`src/rtl/sdiv_pkg.sv`:
```
package sdiv_pkg;
    typedef enum logic [2:0] {
        ST_IDLE,
        ST_JOINT,
        ST_ALIGN,
        ST_STEP,
        ST_DONE
    } sdiv_state_t;

    typedef enum logic [1:0] {
        SMOD_KEEP   = 2'b00,
        SMOD_CLEAR  = 2'b01,
        SMOD_SET    = 2'b10,
        SMOD_INVERT = 2'b11
    } smod_t;
endpackage

```
`src/rtl/sdiv_sign_mod.sv`:
```
module sdiv_sign_mod
    import sdiv_pkg::*;
(
    input  logic       sign_in,
    input  logic [1:0] mode,
    output logic       sign_out
);
    always_comb begin
        unique case (smod_t'(mode))
            SMOD_KEEP:   sign_out = sign_in;
            SMOD_CLEAR:  sign_out = 1'b0;
            SMOD_SET:    sign_out = 1'b1;
            SMOD_INVERT: sign_out = ~sign_in;
            default:     sign_out = sign_in;
        endcase
    end
endmodule

```
`src/rtl/sdiv_step.sv`:
```
module sdiv_step #(
    parameter int MAG_W = 35
) (
    input  logic [MAG_W:0]   rem_in,
    input  logic [MAG_W-1:0] dvs,
    input  logic [MAG_W-1:0] quo_in,
    input  logic             last,
    output logic [MAG_W:0]   rem_out,
    output logic [MAG_W-1:0] quo_out
);
    logic             fits;
    logic [MAG_W:0]   dvs_ext;
    logic [MAG_W:0]   diff;

    always_comb begin
        dvs_ext = {1'b0, dvs};
        fits    = (rem_in >= dvs_ext);
        diff    = fits ? (rem_in - dvs_ext) : rem_in;
        // the final step omits the shift, folding in the trailing right shift
        rem_out = last ? diff : {diff[MAG_W-1:0], 1'b0};
        quo_out = {quo_in[MAG_W-2:0], fits};
    end
endmodule

```
`src/rtl/smag_divider.sv`:
```
module smag_divider
    import sdiv_pkg::*;
#(
    parameter int HI_W = 17,
    parameter int LO_W = 18
) (
    input  logic                   clk,
    input  logic                   rst_n,
    input  logic                   start,
    input  logic [HI_W+LO_W-1:0]   dvd_mag,
    input  logic                   dvd_sign,
    input  logic [HI_W+LO_W-1:0]   dvs_mag,
    input  logic                   dvs_sign,
    input  logic [1:0]             sign_mod,
    output logic [HI_W+LO_W-1:0]   quo_mag,
    output logic                   quo_sign,
    output logic [HI_W+LO_W-1:0]   rem_mag,
    output logic                   done,
    output logic                   div_err
);
    localparam int MAG_W = HI_W + LO_W;
    localparam int MSB   = MAG_W - 1;
    localparam int CNT_W = $clog2(MAG_W + 1);

    sdiv_state_t        state, nxt;
    logic [MAG_W:0]     a_r;
    logic [MAG_W-1:0]   b_r;
    logic [MAG_W-1:0]   q_r;
    logic [CNT_W-1:0]   n_r;
    logic [CNT_W-1:0]   i_r;
    logic               sx_r;
    logic [1:0]         mod_r;

    logic [MAG_W-1:0]   res_q;
    logic [MAG_W-1:0]   res_r;
    logic               res_s;
    logic               res_err;

    logic               last_step;
    logic [MAG_W:0]     step_rem;
    logic [MAG_W-1:0]   step_q;
    logic               mod_sign;
    logic               zero_dvs;
    logic               zero_dvd;
    logic               neither_norm;
    logic               only_dvs_norm;

    assign last_step     = (i_r == n_r);
    assign zero_dvs      = (dvs_mag == '0);
    assign zero_dvd      = (dvd_mag == '0);
    assign neither_norm  = !a_r[MSB] && !b_r[MSB];
    assign only_dvs_norm = b_r[MSB] && !a_r[MSB];

    sdiv_step #(.MAG_W(MAG_W)) u_step (
        .rem_in  (a_r),
        .dvs     (b_r),
        .quo_in  (q_r),
        .last    (last_step),
        .rem_out (step_rem),
        .quo_out (step_q)
    );

    sdiv_sign_mod u_smod (
        .sign_in  (sx_r),
        .mode     (mod_r),
        .sign_out (mod_sign)
    );

    // state register
    always_ff @(posedge clk) begin
        if (!rst_n) state <= ST_IDLE;
        else        state <= nxt;
    end

    // transitions
    always_comb begin
        nxt = state;
        unique case (state)
            ST_IDLE: begin
                if (start) nxt = (zero_dvs || zero_dvd) ? ST_DONE : ST_JOINT;
            end
            ST_JOINT: begin
                if (!neither_norm) nxt = only_dvs_norm ? ST_DONE : ST_ALIGN;
            end
            ST_ALIGN: begin
                if (b_r[MSB]) nxt = ST_STEP;
            end
            ST_STEP: begin
                if (last_step) nxt = ST_DONE;
            end
            ST_DONE: nxt = ST_IDLE;
            default: nxt = ST_IDLE;
        endcase
    end

    // datapath and result registers
    always_ff @(posedge clk) begin
        if (!rst_n) begin
            a_r     <= '0;
            b_r     <= '0;
            q_r     <= '0;
            n_r     <= '0;
            i_r     <= '0;
            sx_r    <= 1'b0;
            mod_r   <= 2'b00;
            res_q   <= '0;
            res_r   <= '0;
            res_s   <= 1'b0;
            res_err <= 1'b0;
        end else begin
            unique case (state)
                ST_IDLE: begin
                    if (start) begin
                        a_r   <= {1'b0, dvd_mag};
                        b_r   <= dvs_mag;
                        q_r   <= '0;
                        n_r   <= '0;
                        i_r   <= '0;
                        sx_r  <= dvd_sign ^ dvs_sign;
                        mod_r <= sign_mod;
                        if (zero_dvs || zero_dvd) begin
                            res_q   <= '0;
                            res_r   <= '0;
                            res_s   <= dvd_sign ^ dvs_sign;
                            res_err <= zero_dvs;
                        end
                    end
                end
                ST_JOINT: begin
                    if (neither_norm) begin
                        a_r <= {a_r[MAG_W-1:0], 1'b0};
                        b_r <= {b_r[MAG_W-2:0], 1'b0};
                    end else if (only_dvs_norm) begin
                        res_q   <= '0;
                        res_r   <= a_r[MSB:0];
                        res_s   <= sx_r;
                        res_err <= 1'b0;
                    end
                end
                ST_ALIGN: begin
                    if (!b_r[MSB]) begin
                        b_r <= {b_r[MAG_W-2:0], 1'b0};
                        n_r <= n_r + CNT_W'(1);
                    end
                end
                ST_STEP: begin
                    a_r <= step_rem;
                    q_r <= step_q;
                    i_r <= i_r + CNT_W'(1);
                    if (last_step) begin
                        res_q   <= step_q;
                        res_r   <= step_rem[MSB:0];
                        res_s   <= mod_sign;
                        res_err <= 1'b0;
                    end
                end
                default: ;
            endcase
        end
    end

    // outputs
    always_comb begin
        quo_mag  = res_q;
        rem_mag  = res_r;
        quo_sign = res_s;
        div_err  = res_err;
        done     = (state == ST_DONE);
    end


    done_pulse_chk: assert property (@(posedge clk) disable iff (!rst_n)
        done |=> !done);


    result_hold_chk: assert property (@(posedge clk) disable iff (!rst_n)
        !done |-> ($stable(quo_mag) && $stable(rem_mag) && $stable(div_err)));


    err_zero_result_chk: assert property (@(posedge clk) disable iff (!rst_n)
        (done && div_err) |-> (quo_mag == '0 && rem_mag == '0));


    step_bound_chk: assert property (@(posedge clk) disable iff (!rst_n)
        (state == ST_STEP) |-> (a_r < {b_r, 1'b0}));


    step_norm_chk: assert property (@(posedge clk) disable iff (!rst_n)
        (state == ST_STEP) |-> (b_r[MSB] && (i_r <= n_r)));


    busy_hold_chk: assert property (@(posedge clk) disable iff (!rst_n)
        (state != ST_IDLE && state != ST_DONE) |=> (state != ST_IDLE));
endmodule

```
`config.mk`:
```
export PLATFORM = sky130hd
export DESIGN_NAME = smag_divider
export DESIGN_NICKNAME = d
export VERILOG_FILES = /design/src/rtl/sdiv_pkg.sv /design/src/rtl/sdiv_sign_mod.sv /design/src/rtl/sdiv_step.sv /design/src/rtl/smag_divider.sv
export SDC_FILE = /design/constraint.sdc
export NUM_CORES = 1
export LEC_CHECK = 0
export BUFFER_PORTS_ARGS = -buffer_cell sky130_fd_sc_hd__buf_2
export CORE_MARGIN = 2
export CORE_UTILIZATION = 50
export DETAILED_ROUTE_END_ITERATION = 12
export GPL_TIMING_DRIVEN = 1
export PLACE_DENSITY_LB_ADDON = 0.08
export SYNTH_ARGS = -nofsm -noshare
export SYNTH_HDL_FRONTEND = slang
export SYNTH_SLANG_ARGS = --single-unit
```
`constraint.sdc`:
```
create_clock -name clk -period 4.12 [get_ports clk]
set_input_delay 0.618 -clock clk [delete_from_list [all_inputs] [get_ports clk]]
set_output_delay 0.618 -clock clk [all_outputs]
set_load 0.005 [all_outputs]
```
* Yosys cells after proc, flatten, opt, wreduce, memory -nomap -nowiden
Index checks and enable logic that the tools add are counted.
** Operators by class
- Add/subtract/negate cells :: 3
- Magnitude comparators :: 1
- Equal/unequal tests :: 17
- Mux-type cells :: 45
- Bitwise logic cells :: 2
- Reductions and logical operators :: 22
** Operators with widths (count)
- two-way mux 35 bit :: 11
- one-hot mux 35 bit (3 select lines) :: 3
- two-way mux 36 bit :: 4
- one-hot mux 36 bit (3 select lines) :: 1
- logical NOT 35 bit :: 2
- one-hot mux 34 bit (2 select lines) :: 1
- >= comparator 36 x 35 -> 1 bit :: 1
- subtractor 36 x 35 -> 36 bit :: 1
- two-way mux 34 bit :: 1
- one-hot mux 6 bit (2 select lines) :: 2
- two-way mux 3 bit :: 6
- != test 2 bit, second input constant :: 7
- adder 6 x 1 -> 6 bit, second input constant :: 2
- two-way mux 6 bit :: 2
- one-hot mux 3 bit (4 select lines) :: 1
- AND reduction 4 bit :: 3
- two-way mux 1 bit :: 10
- AND reduction 3 bit :: 3
- equality test 3 x 2 -> 1 bit, second input constant :: 2
- equality test 6 bit :: 1
- one-hot mux 1 bit (3 select lines) :: 2
- AND reduction 6 bit :: 1
- nonzero test 3 bit :: 2
- equality test 2 bit, second input constant :: 2
- other kinds (15) :: 19
** Storage, ports and cells
- Bits in registers :: 195
- Output and inout bits :: 73
- Word-level logic and storage cells :: 104

* Longest topological paths before layout
Gate-level depths: netlist of run 1.
- Depth in word-level cells :: 5
- Depth in mapped cells :: 14
- Mapped depth without buffers :: 12

* Hierarchy
A second synthesis of run 1 with hierarchy kept.
** Unflattened totals
- Cells, all modules :: 1589
- Area, all modules :: 12510.7 µm²
** By module, submodules not included
- smag_divider :: instances 1, cells each 1079, area an instance 9033.7 µm²
- sdiv_step :: instances 1, cells each 508, area an instance 3463.3 µm²
- sdiv_sign_mod :: instances 1, cells each 2, area an instance 13.8 µm²

* Worst setup path after synthesis of run 1
Ideal clock, no wire load.
- Kind :: reg2reg
- Start :: register a_r[0]
- End :: register a_r[7]
- Library setup time :: 132 ps
- Data arrival time :: 2965 ps
- Required time :: 3988 ps
- Setup slack :: 1023 ps
- Cell stages (with the launch flop) :: 14
- Buffers on the path :: 1
- Cells stage by stage :: dfxtp_1 inv_1 ha_1 fa_1 nand2b_1 a211oi_2 o21a_2 o21ai_4 a31oi_4 buf_8 mux2i_2 mux2i_1 a222oi_1 a21oi_1
** On the way
- Cells in the longest elaborated chain, start to end :: 4
- Elaborated cells on any way between the ends :: 5
** Ends and longest elaborated chain
- start: declaration :: line smag_divider.sv:26 : logic [MAG_W:0] a_r;
- start signal: assignment :: line smag_divider.sv:114 : a_r <= {1'b0, dvd_mag};
- start signal: assignment :: line smag_divider.sv:131 : a_r <= {a_r[MAG_W-1:0], 1'b0};
- start signal: assignment :: line smag_divider.sv:147 : a_r <= step_rem;
- subtractor 36 x 35 -> 36 bit or >= comparator 36 x 35 -> 1 bit (tied branches) :: line sdiv_step.sv:18, sdiv_step.sv:17
- two-way mux 36 bit * :: line sdiv_step.sv:18 : diff = fits ? (rem_in - dvs_ext) : rem_in;
- two-way mux 36 bit * :: line sdiv_step.sv:20 : rem_out = last ? diff : {diff[MAG_W-1:0], 1'b0};
- one-hot mux 36 bit (3 select lines) * :: line smag_divider.sv:111 : unique case (state)
Every way passes the cells marked *; elsewhere a longest branch is shown, timed or not. The select of a mux whose other input is x is not followed.
A chain may end at the register's enable or synchronous reset.

* Worst setup path after layout of run 1
Ends and elaborated chain as after synthesis.

==> results of run 1 <==
## cells by family (layout without fill, tap and decap cells)
group | count (synthesis) | in the layout | synth area share
compound gates | 523 | 523 | 0.2984
simple gates | 491 | 491 | 0.2038
flops | 195 | 195 | 0.3361
buf+inv | 170 | 264 | 0.06151
fa+ha+maj | 40 | 40 | 0.04374
mux | 35 | 35 | 0.03156
xor+xnor | 33 | 33 | 0.02488
## sequential cells by signal, summed over array words and instances, names as in the netlist
signal,cells
mod_r,2
sx_r,1
rem_mag,35
i_r,6
n_r,6
q_r,34
quo_sign,1
div_err,1
quo_mag,35
state,3
b_r,35
a_r,36
## worst register-to-register path, cell delays in order (launching register included)
cell and delay (ns):
dfxtp_1 0.38, inv_1 0.08, ha_1 0.24, fa_1 0.41, nand2b_1 0.19, a211oi_2 0.31, o21a_2 0.26, o21ai_4 0.10
a31oi_4 0.40, buf_12 0.25, mux2i_2 0.33, mux2i_1 0.14, a222oi_1 0.35, a21oi_1 0.11
## cell type report
type	count	area [um^2]	area share
multi-input combinational	1122	7033	0.5369
sequential	195	3904	0.2980
timing repair buffer	179	996.0	0.07603
clock buffer	18	429.2	0.03276
tap	285	356.6	0.02722
inverter	53	201.4	0.01538
clock inverter	14	180.2	0.01375
## per-stage QoR
step / setup WS, ns / area, um^2 / power (W) / instances / hold slack (ns)
final: 0.4512 / 13100 / 0.01385 / 1866 / 0.4093
after CTS: 0.5292 / 13100 / 0.01362 / 1866 / 0.4027
after detailed placement: 0.5481 / 12490 / 0.01185 / 1834 / 0.4443
after global placement: 0.6613 / 12490 / 0.01177 / 1834 / 0.4424
after global routing: 0.1873 / 13100 / 0.01478 / 1866 / 0.4062
after floorplan: 1.023 / 11610 / 0.009643 / 1487 / 0.4367
## power groups by stage
stage          clock, W  combinational (W)  sequential [W]
3_3_place_gp          0            0.00897         0.00280
2_1_floorplan         0            0.00709         0.00255
6_report        0.00174            0.00931         0.00280
4_1_cts         0.00175            0.00910         0.00277
3_5_place_dp          0            0.00904         0.00281
5_1_grt         0.00181             0.0101         0.00284
## synthesized netlist by cell type, drive strengths merged, types with 11 or more instances
cell    count
ha         39
nor3       31
nor2      127
a221oi     12
and3       24
and2       11
nand2     149
a22oi      96
mux2i      25
dfxtp     195
o211ai     15
a21oi     150
xor2       11
nand4      20
nor4       20
buf        37
inv        53
a21o       15
a211oi     43
o21ai      96
xnor2      22
clkbuf     80
o22ai      12
a31oi      16
nand3      67
## final timing paths
path | start | to | slack, ns | cells past startpoint
max | a_r[0] | a_r[7] | 0.45 | 13
min | sign_mod[0] | mod_r[0] | 0.41 | 3
max reg2reg | a_r[0] | a_r[7] | 0.45 | 13
min reg2reg | quo_mag[16] | quo_mag[16] | 0.45 | 2
## metal layers
metal / vias to the layer above / wire (um)
li1: 5647 / -
met4: 0 / 673
met2: 528 / 15300
met5: - / 0
met3: 50 / 3696
met1: 5465 / 17590
==> flow_summary.json, run 1 <==
{
  "num_vias": 11690,
  "cellInternalPower_w": 0.006446,
  "synth_ff_type": "dfxtp_1",
  "io_buffers": 149,
  "hp-class": "primary input to register",
  "first_pass_iters": 6,
  "nFillCells": 2175,
  "crit_chain": "inv_1 > ha_1 > fa_1 > nand2b_1 > a211oi_2 > o21a_2 > o21ai_4 > a31oi_4 > buf_12 > mux2i_2 > mux2i_1 > a222oi_1 > a21oi_1",
  "grt_max_degree": 82,
  "cts_setup_buffers": 0,
  "layout_commonest_cell": "dfxtp_1",
  "async_flop_share": 0,
  "synth_top_cell_area_share": 0.3361,
  "coreArea_um2": 22710,
  "ctsLongestPathBuffers": 2,
  "final_nets": 1685,
  "max_stage_delay_ns": 0.41,
  "setup_viol": 0,
  "grt_use_total": 0.2993,
  "overflow": 0,
  "critPathTopFamily": "compound AO/OA/AOI/OAI gates",
  "dp_hpwl_um": 27040,
  "antennaDiodeCount": 0,
  "start_kind": "register",
  "fin_tns_setup_ns": 0,
  "status": "finished clean",
  "max-slew-margin-rel": 0.1818,
  "fmax_mhz": 272.6,
  "routed_wl_um": 37260,
  "worstPathArrival_ns": 4.00,
  "synthTopCellsByArea": "dfxtp_1, a21oi_1, a22oi_1",
  "ys_warn_count": 0,
  "ctsResizeCount": 0,
  "switching_share": 0.5346,
  "slowest_stage": "fa_1",
  "pin_count": 150,
  "drv_slew": 0,
  "use_met3": 0.06231,
  "syn_area_per_cell_um2": 7.811,
  "crit_path_max_fanout": 23,
  "rows": 55,
  "wl_per_cell_um": 19.97,
  "drc": 0,
  "cts.clk_slew.worst_paths_ns": 0.08,
  "p_per_area_nw_per_um2": 1057,
  "root_buffer": "clkbuf_16",
  "die_x_um": 156.4,
  "place.gp.congestion": 0.9209,
  "path_class": "register to register",
  "cts_tree": "done",
  "synth_seq_cells": 195,
  "clkPwrFrac": 0.125,
  "grt_antenna_before_repair": 0,
  "worstMarginPinSlew_ns": 1.223,
  "clock_sinks": 195,
  "max-vdd-ir-drop_mv": 0.4976,
  "drive_gt1_frac": 0.1676,
  "worstPathRequired_ns": 4.45,
  "use_met2": 0.4233,
  "synth_area_um2": 11610,
  "cap_viol_max_count": 0,
  "synth_nets": 1604,
  "final_cell_mix": "dfxtp_1, buf_2, nand2_1, a21oi_1, nor2_1",
  "syn_to_final_growth_pct": 12.79,
  "dieArea_um2": 24470,
  "via_per_inst": 6.265,
  "ant_nets": 0,
  "p_sw_w": 0.007405,
  "synthCells": 1487,
  "skew_ns": 0.01348,
  "grt_use_met1": 0.4555,
  "worstSetupEndpointType": "register",
  "grt_pass1_vias": 10380,
  "die_h_um": 156.4,
  "fin_crit_sh": 0.8905,
  "postCtsHoldBufs": 0,
  "cp_num_buf_inv": 2,
  "hold_viol": 0,
  "power.leakage_nw": 5.226,
  "ys_types": 96,
  "h-tree-depth": 4,
  "clock_latency_ns": 0.45,
  "fin_util": 0.5769,
  "period_needed_ns": 3.669,
  "initial_core_util": 0.5115,
  "busiest_layer": "met1",
  "cts_inserted_buffers": 17,
  "rsz0062_at_grt": "no",
  "seq_area_frac_synth": 0.3361,
  "yosysTopAreaCell": "dfxtp_1",
  "synth_edf_count": 0,
  "p_seq_frac": 0.202,
  "grt_pass1_wl_um": 57670,
  "dr.first_iter.drc_count": 1342,
  "comb_power_share": 0.672
}
No activity file was read; power rests on OpenSTA's default activity.
==> inputs of run 2 (changes only) <==
--- a/config.mk
+++ b/config.mk
@@ -6,11 +6,11 @@
 export NUM_CORES = 1
 export LEC_CHECK = 0
 export BUFFER_PORTS_ARGS = -buffer_cell sky130_fd_sc_hd__buf_2
-export CORE_MARGIN = 2
 export CORE_UTILIZATION = 50
 export DETAILED_ROUTE_END_ITERATION = 12
 export GPL_TIMING_DRIVEN = 1
 export PLACE_DENSITY_LB_ADDON = 0.08
 export SYNTH_ARGS = -nofsm -noshare
 export SYNTH_HDL_FRONTEND = slang
+export SYNTH_HIERARCHICAL = 1
 export SYNTH_SLANG_ARGS = --single-unit
==> run 2 against run 1 <==
Via count shrank 1.5%. Cell count grew 4.4%. Clock skew grew 0.0057 ns. Synthesized area grew 7.4%. Sequential cell count is the same.
==> flow_summary.json, run 2 <==
{
  "max-slew-margin-rel": 0.3582,
  "wl_per_cell_um": 17.55,
  "ctsLongestPathBuffers": 2,
  "drive_gt1_frac": 0.1558,
  "cts_inserted_buffers": 17,
  "final_nets": 1726,
  "hp-class": "primary input to register",
  "grt_pass1_vias": 10280,
  "fin_tns_setup_ns": 0,
  "syn_to_final_growth_pct": 9.487,
  "first_pass_iters": 5,
  "rsz0062_at_grt": "no",
  "setup_viol": 0,
  "drv_slew": 0,
  "dp.cells": 1916,
  "clkPwrFrac": 0.254,
  "synth_nets": 1701,
  "fin_cells": 1948,
  "worstSetupEndpointType": "register",
  "ys_warn_count": 6,
  "synthCells": 1586,
  "routed_wl_um": 34190,
  "cts_setup_buffers": 0,
  "regMostFlops": "a_r",
  "fmax_mhz": 261.1,
  "rows": 57,
  "overflow": 0,
  "seqCellArea_um2": 3905,
  "grt_antenna_before_repair": 0,
  "place.gp.congestion": 0.9439,
  "dp_hpwl_um": 24470,
  "comb_power_share": 0.445,
  "start_kind": "register",
  "fin_crit_sh": 0.9296,
  "pin_count": 150,
  "worstPathRequired_ns": 4.50,
  "p_per_area_nw_per_um2": 530.6,
  "status": "finished clean",
  "dr.first_iter.drc_count": 1116,
  "grt_pass1_wl_um": 54900,
  "dieArea_um2": 25590,
  "worstPathArrival_ns": 4.21,
  "placed_cell_area_um2": 13010,
  "ant_nets": 0,
  "p_seq_frac": 0.301,
  "final_cell_mix": "nand2_1, dfxtp_1, buf_2, a21oi_1, nor2_1",
  "p_sw_w": 0.003090,
  "multi_input_area_um2": 7559,
  "max-vdd-ir-drop_mv": 0.2911,
  "path_class": "register to register",
  "layout_commonest_cell": "nand2_1",
  "cellInternalPower_w": 0.004158,
  "ctsResizeCount": 0,
  "io_buffers": 149,
  "initial_core_util": 0.5115,
  "largest_reg_flops": 36,
  "grt_max_degree": 140,
  "cts.clk_slew.worst_paths_ns": 0.09,
  "h-tree-depth": 4,
  "clock_sinks": 195,
  "nFillCells": 2424,
  "syn_area_per_cell_um2": 7.867,
  "via_per_inst": 5.912,
  "design_area_um2": 13660,
  "drc": 0,
  "die_h_um": 160.0,
  "root_buffer": "clkbuf_16",
  "num_vias": 11520,
  "synth_area_um2": 12480,
  "grt_use_total": 0.2642,
  "switching_share": 0.4263,
  "antennaDiodeCount": 0,
  "fin_util": 0.5601,
  "cts_tree": "done",
  "period_needed_ns": 3.830,
  "skew_ns": 0.01917,
  "cap_viol_max_count": 0,
  "coreArea_um2": 24390,
  "die_x_um": 160.0,
  "hold_viol": 0,
  "crit_path_max_fanout": 26,
  "worstMarginPinSlew_ns": 0.9604,
  "power.leakage_nw": 5.458,
  "postCtsHoldBufs": 0,
  "clock_latency_ns": 0.45
}
run 2: cell types whose count changed in the layout (fill, tap and decap cells not counted), moves of 19 or more:
cell / delta
and3_1: -19
nor2b_1: +71
nand4_1: +28
o21ai_1: +45
nand2_1: +61
o21ai_0: -54
a311oi_1: +32
nor2_1: -40
nand2b_1: +33
a211oi_1: -34
mux2i_1: +36
a22oi_1: -23
o211a_1: +31
run 2: final cells by class:
class,instances,share of cell area
multi-input combinational,1178,0.5533
sequential,195,0.2859
timing repair buffer,171,0.06988
clock buffer,17,0.03114
tap,324,0.02968
clock inverter,15,0.01676
inverter,48,0.01337
run 2: routing by layer:
layer / vias up / global-route usage / part of all wire / wire (um)
met2: 457 / 0.3715 / 0.40 / 13640
met3: 24 / 0.03273 / 0.073 / 2493
met5: - / 0 / 0 / 0
li1: 5686 / - / - / -
met4: 0 / 0.05498 / 0.0099 / 338
met1: 5349 / 0.4212 / 0.52 / 17720
run 2: power by group through the flow:
stage | Combinational [W] | Clock (W) | Sequential [W]
floorplan | 0.00254 | 0 | 0.00215
global placement | 0.00314 | 0 | 0.00221
detailed placement | 0.00315 | 0 | 0.00222
CTS | 0.00317 | 0.00187 | 0.00217
global route | 0.00352 | 0.00195 | 0.00220
finish | 0.00323 | 0.00184 | 0.00218
run 2: final timing paths:
path,from,endpoint,slack [ns],depth (start not counted)
hold / removal,sign_mod[0],mod_r[0],0.43,3
setup reg to reg,b_r[11],a_r[11],0.29,17
hold reg to reg,rem_mag[11],rem_mag[11],0.44,2
setup / recovery,b_r[11],a_r[11],0.29,17
run 2: per-stage QoR:
stage / setup WS [ns] / hold WS (ns) / power (W)
floorplan: 1.063 / 0.4431 / 0.004690
global placement: 0.5104 / 0.4336 / 0.005351
detailed placement: 0.3989 / 0.4381 / 0.005364
CTS: 0.3560 / 0.4140 / 0.007211
global route: 0.06286 / 0.4242 / 0.007662
finish: 0.2900 / 0.4273 / 0.007248
run 2: critical path: stages (launching register included):
cell       delay [ns]
dfxtp_1          0.39
inv_1            0.06
ha_1             0.40
a21oi_4          0.19
o21ai_1          0.10
o21bai_1         0.18
o2111ai_1        0.22
nand3_1          0.22
a21oi_4          0.63
inv_4            0.06
buf_4            0.22
nand2_1          0.07
o21ai_1          0.10
mux2i_1          0.15
nand2_1          0.09
a311oi_1         0.48
a21oi_1          0.07
nor2b_1          0.12
==> inputs of run 3 (changes only) <==
--- a/config.mk
+++ b/config.mk
@@ -5,11 +5,11 @@
 export SDC_FILE = /design/constraint.sdc
 export NUM_CORES = 1
 export LEC_CHECK = 0
-export BUFFER_PORTS_ARGS = -buffer_cell sky130_fd_sc_hd__buf_2
+export BUFFER_PORTS_ARGS = -buffer_cell sky130_fd_sc_hd__clkbuf_2
 export CORE_UTILIZATION = 50
 export DETAILED_ROUTE_END_ITERATION = 12
 export GPL_TIMING_DRIVEN = 1
-export PLACE_DENSITY_LB_ADDON = 0.08
+export PLACE_DENSITY = 0.76
 export SYNTH_ARGS = -nofsm -noshare
 export SYNTH_HDL_FRONTEND = slang
 export SYNTH_HIERARCHICAL = 1
==> run 3 against run 2 <==
Count of clock-buffer cells in the layout unchanged. Worst hold slack worse by 0.026 ns. Clock skew down 0.0062 ns. Non-clock buffer count unchanged. Critical path depth up 1. Clock power up 2%. Critical path type unchanged. Largest cell class unchanged.
==> flow_summary.json, run 3 (synthesis results as in run 2) <==
{
  "cp_num_buf_inv": 3,
  "dr.first_iter.drc_count": 1183,
  "cts_inserted_buffers": 17,
  "reg2regPathDepth": 18,
  "worst_path_most_repeated_cell": "a21oi_1",
  "overflow": 0,
  "grt_use_total": 0.2581,
  "antennaDiodeCount": 0,
  "fin_cells": 1948,
  "start_kind": "register",
  "max-vdd-ir-drop_mv": 0.2901,
  "io_buffers": 149,
  "ctsResizeCount": 0,
  "die_h_um": 160.0,
  "pin_count": 150,
  "fin_tns_setup_ns": 0,
  "worstPathRequired_ns": 4.50,
  "routed_wl_um": 33630,
  "rows": 57,
  "cap_viol_max_count": 0,
  "num_vias": 11640,
  "grt_max_degree": 132,
  "wl_per_cell_um": 17.26,
  "h-tree-depth": 4,
  "via_per_inst": 5.974,
  "hold_viol": 0,
  "final_cell_mix": "nand2_1, dfxtp_1, clkbuf_2, a21oi_1, nor2_1",
  "dieArea_um2": 25590,
  "place.gp.congestion": 0.9747,
  "initial_core_util": 0.5115,
  "holdPathStages": 3,
  "largest_reg_flops": 36,
  "clock_sinks": 195,
  "grt_antenna_before_repair": 0,
  "dp_hpwl_um": 24240,
  "worstMarginPinSlew_ns": 1.129,
  "regMostFlops": "a_r",
  "final_nets": 1726,
  "root_buffer": "clkbuf_16",
  "nFillCells": 2270,
  "fmax_mhz": 276.5,
  "power.leakage_nw": 5.412,
  "seqCellArea_um2": 3905,
  "ant_nets": 0,
  "crit_start": "a_r[0]",
  "worstSetupEndpointType": "register",
  "rsz0062_at_grt": "no",
  "skew_ns": 0.01300,
  "cts_tree": "done",
  "clock_latency_ns": 0.45,
  "cts.clk_slew.worst_paths_ns": 0.09,
  "max_stage_delay_ns": 0.40,
  "worstPathArrival_ns": 4.00,
  "hp-class": "primary input to register",
  "status": "finished clean",
  "crit_path_max_fanout": 39,
  "r2r_start": "a_r[0]",
  "fin_crit_sh": 0.8778,
  "layout_commonest_cell": "nand2_1",
  "drv_slew": 0,
  "r2r_slack_ns": 0.50,
  "p_per_area_nw_per_um2": 532.6,
  "ctsLongestPathBuffers": 2,
  "grt_pass1_vias": 10280,
  "postCtsHoldBufs": 0,
  "hp-start": "sign_mod[1]",
  "cp.depth": 18,
  "setup_viol": 0,
  "drc": 0,
  "dp.cells": 1916,
  "slowest_stage": "fa_1",
  "crit_chain": "inv_1 > ha_1 > fa_1 > nand2b_1 > a21o_1 > a211oi_2 > o2111ai_1 > nand3_1 > a21oi_4 > inv_4 > buf_12 > mux2_4 > nor2_1 > a21oi_1 > nand2_1 > a311oi_1 > a21oi_1 > nor2b_1",
  "path_class": "register to register",
  "syn_to_final_growth_pct": 9.517,
  "cts_setup_buffers": 0,
  "coreArea_um2": 24390,
  "max-slew-margin-rel": 0.2474,
  "critPathTopFamily": "compound AO/OA/AOI/OAI gates",
  "period_needed_ns": 3.616,
  "drive_gt1_frac": 0.1558,
  "multi_input_area_um2": 7551,
  "grt_pass1_wl_um": 54070,
  "first_pass_iters": 7,
  "die_x_um": 160.0
}
[run 3: changes by cell type in the layout (fill, tap and decap cells not counted)]
cell and change:
inv_16 +4, a21oi_2 +1, bufinv_16 -1, clkinv_4 -2, a21oi_4 -1, clkbuf_2 +148, clkinv_8 -2, inv_8 +1
buf_2 -148
[run 3: final cells by class]
| cell class | count | area share |
|---|---|---|
| inverters | 48 | 0.01337 |
| clock inverters | 15 | 0.01758 |
| multi-input cells | 1178 | 0.5526 |
| well taps | 324 | 0.02967 |
| repair buffers | 171 | 0.06987 |
| clock buffers | 17 | 0.03113 |
| flip-flops and latches | 195 | 0.2858 |
[run 3: tightest hold or removal path, stage by stage]
cell	delay, ns
clkbuf_2	0.08
nand2_1	0.04
a21boi_0	0.06
[run 3: path summary, 6_finish.rpt]
| kind | end |
|---|---|
| hold / removal | mod_r[1] |
| setup reg to reg | a_r[12] |
| setup / recovery | a_r[12] |
| hold reg to reg | rem_mag[13] |
[run 3: metrics by stage]
| stage | area [um^2] | hold WS (ns) | setup slack (ns) | utilization | total power [W] |
|---|---|---|---|---|---|
| final | 13660 | 0.4008 | 0.5036 | 0.5602 | 0.007277 |
| after global routing | 13660 | 0.3996 | 0.2305 | 0.5602 | 0.007682 |
| after CTS | 13660 | 0.3967 | 0.5411 | 0.5602 | 0.007210 |
| after detailed placement | 13000 | 0.4423 | 0.6228 | 0.5329 | 0.005334 |
| after global placement | 13000 | 0.4385 | 0.7301 | 0.5329 | 0.005293 |
| after floorplan | 12480 | 0.4431 | 1.063 | - | 0.004690 |
[run 3: power breakdown]
| part | internal, W | switching [W] | total (W) |
|---|---|---|---|
| registers | 0.00201 | 0.000174 | 0.00219 |
| logic | 0.00124 | 0.00197 | 0.00321 |
| clock network | 0.000884 | 0.000997 | 0.00188 |
[run 3: layer usage]
| metal | track usage | vias to the layer above | share of wire |
|---|---|---|---|
| met5 | 0 | - | 0 |
| met4 | 0.06537 | 0 | 0.016 |
| met3 | 0.03896 | 37 | 0.074 |
| met2 | 0.3656 | 472 | 0.41 |
| met1 | 0.4006 | 5432 | 0.50 |
| li1 | - | 5697 | - |
